<file path="src/rtl/pio_pkg.sv">
package pio_pkg;
   // register select codes
   localparam logic [3:0] SEL_PB_DATA  = 4'd0;
   localparam logic [3:0] SEL_PA_DATA  = 4'd1;
   localparam logic [3:0] SEL_PB_DIR   = 4'd2;
   localparam logic [3:0] SEL_PA_DIR   = 4'd3;
   localparam logic [3:0] SEL_AUX_CTL  = 4'd11;
   localparam logic [3:0] SEL_PER_CTL  = 4'd12;
   localparam logic [3:0] SEL_FLAGS    = 4'd13;
   localparam logic [3:0] SEL_ENABLES  = 4'd14;
   localparam logic [3:0] SEL_PA_QUIET = 4'd15;

   // flag bit positions
   localparam int FLG_CA2 = 0;
   localparam int FLG_CA1 = 1;
   localparam int FLG_SR  = 2;
   localparam int FLG_CB2 = 3;
   localparam int FLG_CB1 = 4;
   localparam int FLG_T2  = 5;
   localparam int FLG_T1  = 6;

   // control line index inside the synchronizer array
   localparam int LN_CA1 = 0;
   localparam int LN_CA2 = 1;
   localparam int LN_CB1 = 2;
   localparam int LN_CB2 = 3;
   localparam int NUM_LINES = 4;
endpackage

</file>
<file path="src/rtl/pio_edge_sync.sv">
module pio_edge_sync #(
   parameter int STAGES = 2
) (
   input  logic clk,
   input  logic rst_n,
   input  logic line_in,
   input  logic rise_sel,
   output logic edge_o
);
   localparam int PIPE_W = STAGES + 1;

   generate
      if (STAGES < 2) begin : g_bad_stages
         $error("pio_edge_sync: STAGES must be at least 2");
      end
   endgenerate

   logic [PIPE_W-1:0] pipe_q;
   logic now_lvl;
   logic old_lvl;

   always_ff @(posedge clk or negedge rst_n) begin
      if (!rst_n) pipe_q <= '0;
      else        pipe_q <= {pipe_q[PIPE_W-2:0], line_in};
   end

   assign now_lvl = pipe_q[STAGES-1];
   assign old_lvl = pipe_q[STAGES];
   assign edge_o  = rise_sel ? (now_lvl & ~old_lvl) : (~now_lvl & old_lvl);


   no_double_edge_chk: assert property (@(posedge clk) disable iff (!rst_n)
      (edge_o && $stable(rise_sel)) |=> !edge_o);
endmodule

</file>
<file path="src/rtl/pio_port.sv">
module pio_port #(
   parameter int W = 8
) (
   input  logic         clk,
   input  logic         rst_n,
   input  logic         data_we,
   input  logic         dir_we,
   input  logic [W-1:0] wdata,
   input  logic [W-1:0] pins_in,
   input  logic         latch_en,
   input  logic         strobe_edge,
   output logic [W-1:0] out_q,
   output logic [W-1:0] dir_q,
   output logic [W-1:0] rdata
);
   logic [W-1:0] latch_q;
   logic [W-1:0] in_view;
   logic         capture;

   assign capture = strobe_edge & latch_en;

   always_ff @(posedge clk or negedge rst_n) begin
      if (!rst_n) begin
         out_q   <= '0;
         dir_q   <= '0;
         latch_q <= '0;
      end else begin
         if (data_we) out_q   <= wdata;
         if (dir_we)  dir_q   <= wdata;
         if (capture) latch_q <= pins_in;
      end
   end

   assign in_view = latch_en ? latch_q : pins_in;

   generate
      for (genvar b = 0; b < W; b++) begin : g_bit
         assign rdata[b] = dir_q[b] ? out_q[b] : in_view[b];
      end
   endgenerate


   latch_hold_chk: assert property (@(posedge clk) disable iff (!rst_n)
      !capture |=> $stable(latch_q));
endmodule

</file>
<file path="src/rtl/pio_irq_ctl.sv">
module pio_irq_ctl #(
   parameter int DATA_W = 8
) (
   input  logic              clk,
   input  logic              rst_n,
   input  logic [DATA_W-2:0] set_vec,
   input  logic [DATA_W-2:0] clr_vec,
   input  logic              flag_we,
   input  logic              en_we,
   input  logic [DATA_W-1:0] wdata,
   output logic [DATA_W-2:0] flag_q,
   output logic [DATA_W-2:0] en_q,
   output logic              irq_any
);
   localparam int NF = DATA_W - 1;

   logic [NF-1:0] clr_all;
   logic [NF-1:0] flag_d;
   logic [NF-1:0] en_d;

   always_comb begin
      clr_all = clr_vec | (flag_we ? wdata[NF-1:0] : '0);
      flag_d  = (flag_q & ~clr_all) | set_vec;
      en_d    = en_q;
      if (en_we) begin
         if (wdata[DATA_W-1]) en_d = en_q | wdata[NF-1:0];
         else                 en_d = en_q & ~wdata[NF-1:0];
      end
   end

   always_ff @(posedge clk or negedge rst_n) begin
      if (!rst_n) begin
         flag_q <= '0;
         en_q   <= '0;
      end else begin
         flag_q <= flag_d;
         en_q   <= en_d;
      end
   end

   assign irq_any = |(flag_q & en_q);

   generate
      for (genvar i = 0; i < NF; i++) begin : g_chk

         flag_clr_chk: assert property (@(posedge clk) disable iff (!rst_n)
            (flag_we && wdata[i] && !set_vec[i]) |=> !flag_q[i]);

         set_wins_chk: assert property (@(posedge clk) disable iff (!rst_n)
            set_vec[i] |=> flag_q[i]);

         en_clr_chk: assert property (@(posedge clk) disable iff (!rst_n)
            (en_we && !wdata[DATA_W-1] && wdata[i]) |=> !en_q[i]);
      end
   endgenerate
endmodule

</file>
<file path="src/rtl/pio_edge_port.sv">
module pio_edge_port
   import pio_pkg::*;
#(
   parameter int DATA_W      = 8,
   parameter int SYNC_STAGES = 2
) (
   input  logic              clk,
   input  logic              rst_n,
   input  logic [3:0]        bus_sel,
   input  logic              bus_wr,
   input  logic              bus_rd,
   input  logic [DATA_W-1:0] bus_wdata,
   output logic [DATA_W-1:0] bus_rdata,
   input  logic [DATA_W-1:0] pa_pin_in,
   output logic [DATA_W-1:0] pa_pin_out,
   output logic [DATA_W-1:0] pa_pin_oe,
   input  logic [DATA_W-1:0] pb_pin_in,
   output logic [DATA_W-1:0] pb_pin_out,
   output logic [DATA_W-1:0] pb_pin_oe,
   input  logic              ca1_in,
   input  logic              ca2_in,
   input  logic              cb1_in,
   input  logic              cb2_in,
   input  logic              sr_flag_set,
   input  logic              t2_flag_set,
   input  logic              t1_flag_set,
   output logic              irq_n
);
   localparam int NF = DATA_W - 1;

   generate
      if (DATA_W != 8) begin : g_bad_width
         $error("pio_edge_port: register layout needs DATA_W of 8");
      end
   endgenerate

   logic [DATA_W-1:0]    aux_q;
   logic [DATA_W-1:0]    pctl_q;
   logic [NUM_LINES-1:0] line_in;
   logic [NUM_LINES-1:0] line_pol;
   logic [NUM_LINES-1:0] line_edge;
   logic [DATA_W-1:0]    pa_rdata;
   logic [DATA_W-1:0]    pb_rdata;
   logic [NF-1:0]        set_vec;
   logic [NF-1:0]        clr_vec;
   logic [NF-1:0]        flag_q;
   logic [NF-1:0]        en_q;
   logic                 irq_any;
   logic                 acc;
   logic                 pa_touch;
   logic                 pb_touch;

   assign acc      = bus_wr | bus_rd;
   assign pa_touch = acc && (bus_sel == SEL_PA_DATA);
   assign pb_touch = acc && (bus_sel == SEL_PB_DATA);

   // control-line synchronizers and edge detectors
   assign line_in[LN_CA1]  = ca1_in;
   assign line_in[LN_CA2]  = ca2_in;
   assign line_in[LN_CB1]  = cb1_in;
   assign line_in[LN_CB2]  = cb2_in;
   assign line_pol[LN_CA1] = pctl_q[0];
   assign line_pol[LN_CA2] = pctl_q[2];
   assign line_pol[LN_CB1] = pctl_q[4];
   assign line_pol[LN_CB2] = pctl_q[6];

   generate
      for (genvar k = 0; k < NUM_LINES; k++) begin : g_line
         pio_edge_sync #(.STAGES(SYNC_STAGES)) i_sync (
            .clk      (clk),
            .rst_n    (rst_n),
            .line_in  (line_in[k]),
            .rise_sel (line_pol[k]),
            .edge_o   (line_edge[k])
         );
      end
   endgenerate

   // control registers
   always_ff @(posedge clk or negedge rst_n) begin
      if (!rst_n) begin
         aux_q  <= '0;
         pctl_q <= '0;
      end else if (bus_wr) begin
         if (bus_sel == SEL_AUX_CTL) aux_q  <= bus_wdata;
         if (bus_sel == SEL_PER_CTL) pctl_q <= bus_wdata;
      end
   end

   pio_port #(.W(DATA_W)) i_port_a (
      .clk         (clk),
      .rst_n       (rst_n),
      .data_we     (bus_wr && (bus_sel == SEL_PA_DATA || bus_sel == SEL_PA_QUIET)),
      .dir_we      (bus_wr && (bus_sel == SEL_PA_DIR)),
      .wdata       (bus_wdata),
      .pins_in     (pa_pin_in),
      .latch_en    (aux_q[0]),
      .strobe_edge (line_edge[LN_CA1]),
      .out_q       (pa_pin_out),
      .dir_q       (pa_pin_oe),
      .rdata       (pa_rdata)
   );

   pio_port #(.W(DATA_W)) i_port_b (
      .clk         (clk),
      .rst_n       (rst_n),
      .data_we     (bus_wr && (bus_sel == SEL_PB_DATA)),
      .dir_we      (bus_wr && (bus_sel == SEL_PB_DIR)),
      .wdata       (bus_wdata),
      .pins_in     (pb_pin_in),
      .latch_en    (aux_q[1]),
      .strobe_edge (line_edge[LN_CB1]),
      .out_q       (pb_pin_out),
      .dir_q       (pb_pin_oe),
      .rdata       (pb_rdata)
   );

   // flag sources and port-access clears
   always_comb begin
      set_vec          = '0;
      set_vec[FLG_CA2] = line_edge[LN_CA2];
      set_vec[FLG_CA1] = line_edge[LN_CA1];
      set_vec[FLG_SR]  = sr_flag_set;
      set_vec[FLG_CB2] = line_edge[LN_CB2];
      set_vec[FLG_CB1] = line_edge[LN_CB1];
      set_vec[FLG_T2]  = t2_flag_set;
      set_vec[FLG_T1]  = t1_flag_set;
      clr_vec          = '0;
      clr_vec[FLG_CA2] = pa_touch;
      clr_vec[FLG_CA1] = pa_touch;
      clr_vec[FLG_CB2] = pb_touch;
      clr_vec[FLG_CB1] = pb_touch;
   end

   pio_irq_ctl #(.DATA_W(DATA_W)) i_irq (
      .clk     (clk),
      .rst_n   (rst_n),
      .set_vec (set_vec),
      .clr_vec (clr_vec),
      .flag_we (bus_wr && (bus_sel == SEL_FLAGS)),
      .en_we   (bus_wr && (bus_sel == SEL_ENABLES)),
      .wdata   (bus_wdata),
      .flag_q  (flag_q),
      .en_q    (en_q),
      .irq_any (irq_any)
   );

   assign irq_n = ~irq_any;

   // read multiplexer
   always_comb begin
      unique case (bus_sel)
         SEL_PB_DATA:               bus_rdata = pb_rdata;
         SEL_PA_DATA, SEL_PA_QUIET: bus_rdata = pa_rdata;
         SEL_PB_DIR:                bus_rdata = pb_pin_oe;
         SEL_PA_DIR:                bus_rdata = pa_pin_oe;
         SEL_AUX_CTL:               bus_rdata = aux_q;
         SEL_PER_CTL:               bus_rdata = pctl_q;
         SEL_FLAGS:                 bus_rdata = {irq_any, flag_q};
         SEL_ENABLES:               bus_rdata = {1'b1, en_q};
         default:                   bus_rdata = '0;
      endcase
   end


   quiet_alias_chk: assert property (@(posedge clk) disable iff (!rst_n)
      (acc && bus_sel == SEL_PA_QUIET && flag_q[FLG_CA1]) |=> flag_q[FLG_CA1]);

   pa_touch_clr_chk: assert property (@(posedge clk) disable iff (!rst_n)
      (pa_touch && !line_edge[LN_CA1]) |=> !flag_q[FLG_CA1]);

   irq_follow_chk: assert property (@(posedge clk) disable iff (!rst_n)
      (!irq_n) |-> (bus_sel != SEL_FLAGS || bus_rdata[DATA_W-1]));
endmodule

</file>
<file path="config.mk">
export PLATFORM = sky130hd
export DESIGN_NAME = pio_edge_port
export DESIGN_NICKNAME = d
export VERILOG_FILES = /design/src/rtl/pio_pkg.sv /design/src/rtl/pio_edge_sync.sv /design/src/rtl/pio_port.sv /design/src/rtl/pio_irq_ctl.sv /design/src/rtl/pio_edge_port.sv
export SDC_FILE = /design/constraint.sdc
export NUM_CORES = 1
export LEC_CHECK = 0
export CAP_MARGIN = 40
export CORE_AREA = 2 2 96 98
export DETAILED_ROUTE_END_ITERATION = 7
export DIE_AREA = 0 0 98 100
export PLACE_DENSITY = 0.76
export SLEW_MARGIN = 0
export SYNTH_ARGS = -nofsm -noshare
export SYNTH_HDL_FRONTEND = slang
export SYNTH_SLANG_ARGS = --single-unit
</file>
<file path="constraint.sdc">
create_clock -name clk -period 1.81 [get_ports clk]
set_input_delay 0.362 -clock clk [delete_from_list [all_inputs] [get_ports clk]]
set_output_delay 0.362 -clock clk [all_outputs]
set_load 0.01 [all_outputs]
</file>
==> qor.csv <==
stage,metric,value,unit
outcome,status,"finished, violations left",
outcome,violations,negative setup slack,
cells_and_area,area_growth_syn_to_layout,46.0,%
grt,antenna_found_initial,0,
worst_setup_path,cp.buffers_inverters,5,
grt,grt_pass1_vias,3720,
synth,synth_area,4290,um2
synth,synth.distinct_cells,46,
route,routed_via_density,5.63,
synth,syn_area_per_cell,12.4,um2
route,wl_per_cell,19.7,um
worst_setup_path,rr_endpoint,i_port_a.latch_q[7],
grt,grt_max_degree,91,
worst_setup_path,critPathSlowestCell,a222oi_1,
placement,dpl_cell_area,5860,um2
worst_setup_path,crit_type,primary input to primary output,
worst_setup_path,cp.required,1450,ps
power_and_ir_drop,p_per_area,1050,nW/um2
clock_tree,cts-root-buf,clkbuf_8,
clock_tree,clk_path_buf_depth,2,
cells_and_area,fin_area,6270,um2
cells_and_area,multi_input_area,2050,um2
cells_and_area,antennaDiodeCount,0,
synth,yosysWarnings,0,
timing,tightest_slew,565,ps
floorplan,ios,80,
timing,finalHoldViolCount,0,
timing,fin_crit_sh,119,%
route,vias,3591,
grt,grt_use_total,26.8,%
floorplan,start_util,48.3,%
synth,synthCells,346,
clock_tree,htree_levels,3,
timing,max_slew_margin,62.2,%
min_path,hold_class,primary input to asynchronous set/reset pin,
clock_tree,cts.reportedPaths.clkPinSlew,100,ps
route,ant_nets,0,
clock_tree,clock_sinks,90,
timing,finalSetupViolCount,9,
timing,slew_viol_final,0,
worst_setup_path,crit_fanout,5,
job,drv_cap,0,
cells_and_area,layout-drive-gt1-share,45.0,%
floorplan,die_w,98,um
clock_tree,insertion_delay,370,ps
cells_and_area,area.sequential,2260,um2
power_and_ir_drop,power.leakage,2.81,nW
cells_and_area,final_nets,561,
placement,portBuffers,79,
timing,timing.setup.tns,-2210,ps
floorplan,die_area,9800,um2
worst_setup_path,slowest_delay,330,ps
floorplan,placementRows,35,
worst_setup_path,path_delay_family,buffers and inverters,
timing,timing.fmax,465,MHz
worst_setup_path,critical_path.endpoint_type,primary output,
clock_tree,cts_buffers,9,
synth,ys_ff_latch,90,
route,firstDrtPassIters,6,
timing,setup_slack,-341,ps
placement,globalplace.congestion,0.922,
cells_and_area,nFillCells,681,
route,drt_iter0_drc,230,
timing,finalClockSkew,14.1,ps
timing,finalCriticalPeriod,2150,ps
placement,dp_hpwl,9.19,mm
clock_tree,cts_hold_buf,0,
worst_setup_path,crit-reg2reg-launch,pctl_q[0],
floorplan,dieHeight,100,um
worst_setup_path,crit_chain,clkdlybuf4s15_2 -> buf_6 -> buf_4 -> buf_4 -> a32o_1 -> a222oi_1 -> nand2_1 -> buf_2,
grt,grt_pass1_wl,20.0,mm
timing,timing.hold.ws,4.30,ps
power_and_ir_drop,vdd_drop_max,670,uV
floorplan,core_area,8890,um2
worst_setup_path,startpoint_type,primary input,
synth,synth_nets,385,
worst_setup_path,crit_arrival,1790,ps
worst_setup_path,r2r.worst_path.cells,4,
grt,grt_remaining_overflow,0,
worst_setup_path,reg2reg_slack,260,ps
synth,ys_seq_area_share,52.5,%
route,drc,0,
route,postRouteWirelength,12.6,mm
timing,rsz0062_at_grt,true,
worst_setup_path,path_common_cell,buf_4,
clock_tree,cts_tree,done,
==> cell type report <==
cell class	instances	area share, %
inverter	1	0.0599
clock buffer	9	1.98
clock inverter	7	1.32
tap	111	2.22
multi-input combinational	239	32.8
sequential	90	36.0
timing repair buffer	181	25.7
==> kinds of logic (layout without fill, tap and decap cells) <==
family | after synthesis | after routing | synth area share (%)
multiplexers | 93 | 93 | 23.8
flip-flops | 90 | 90 | 52.5
AO/OA/AOI/OAI | 73 | 73 | 12.7
AND/OR/NAND/NOR | 73 | 73 | 8.72
buffers and inverters | 17 | 198 | 2.27
==> metrics by stage <==
stage	std cells	worst slack (ps)	util (%)	total power [mW]
2_1_floorplan	346	27.8	-	3.79
3_3_place_gp	609	-926	65.9	4.94
3_5_place_dp	609	-927	65.9	5.01
4_1_cts	636	-363	69.9	6.56
5_1_grt	638	-400	70.5	6.94
6_report	638	-341	70.5	6.59
==> power breakdown <==
group          switching (mW)  internal (mW)
combinational           0.893           1.34
clock                   0.788          0.665
sequential              0.391           2.51
==> routing by layer <==
metal	share of wire [%]	track usage (%)
met5	0	0
met4	1.1	6.84
met3	4.6	4.18
met2	48	43.4
met1	46	38.3
==> worst max path at each step <==
| stage | startpoint | end | slack (ps) | depth (start not counted) |
|---|---|---|---|---|
| 6_report | bus_sel[1] | bus_rdata[4] | -340 | 8 |
| 3_3_place_gp | bus_sel[1] | bus_rdata[0] | -930 | 7 |
| 4_1_cts | aux_q[0] | bus_rdata[4] | -360 | 5 |
| 2_1_floorplan | bus_sel[3] | bus_rdata[0] | 30 | 6 |
| 3_5_place_dp | bus_sel[1] | bus_rdata[0] | -930 | 7 |
| 5_1_grt | aux_q[0] | bus_rdata[0] | -400 | 5 |
==> registers in the layout, summed over array words and instances (netlist names), named ones only <==
signal	count
pctl_q	8
i_irq.flag_q	7
g_line.i_sync.pipe_q	12
i_port_b.dir_q	8
i_port_a.out_q	8
i_port_a.latch_q	8
i_port_b.out_q	8
i_port_a.dir_q	8
aux_q	8
i_port_b.latch_q	8
==> cells in the mapped netlist, drive strengths merged <==
library cell   n  share of area [%]
a211o          1               0.20
a211oi         1               0.17
a21o           4               0.70
a21oi          1               0.12
a221oi         4               0.82
a222oi         2               0.47
a22o           7                1.4
a22oi          9                1.6
a311o          1               0.23
a31o           3               0.61
a32o           6                1.4
a32oi          5                1.0
and2           1               0.15
and2b          1               0.17
and3           1               0.15
and3b          3               0.61
buf           12                1.8
clkbuf         4               0.35
dfrtp         90                 52
inv            1              0.087
mux2          73                 19
mux2i         20                4.7
nand2         46                4.3
nand2b         2               0.29
nand3          4               0.58
nor2           4               0.41
nor2b          4               0.58
nor3           4               0.70
nor3b          1               0.17
nor4           1               0.50
o211ai         2               0.35
o21a           1               0.17
o21ai         20                2.3
o221ai         1               0.20
o22ai          2               0.29
o2bb2ai        2               0.41
o32a           1               0.23
or3            1               0.15
==> placed cells by master (no fill, tap or decap), drive strengths merged, types with 3 or more instances in the layout <==
cell	n
buf	114
dfrtp	90
mux2	73
clkdlybuf4s50	54
nand2	46
mux2i	20
o21ai	20
clkbuf	9
a22oi	9
a22o	7
dlygate4sd2	7
a32o	6
a32oi	5
inv	5
a21o	4
dlymetal6s2s	4
nand3	4
nor2	4
nor2b	4
a221oi	4
nor3	4
a31o	3
and3b	3
==> what timing repair did <==
| action | 4_1_cts | 5_1_grt |
|---|---|---|
| setup endpoints to repair | 50 | 14 |
| pin swaps | 23 | 15 |
| setup buffers | 12 | 2 |
| cloned | 1 | 0 |
| gates resized for setup | 99 | 16 |
Note: power is estimated with default switching activity, not from simulation.
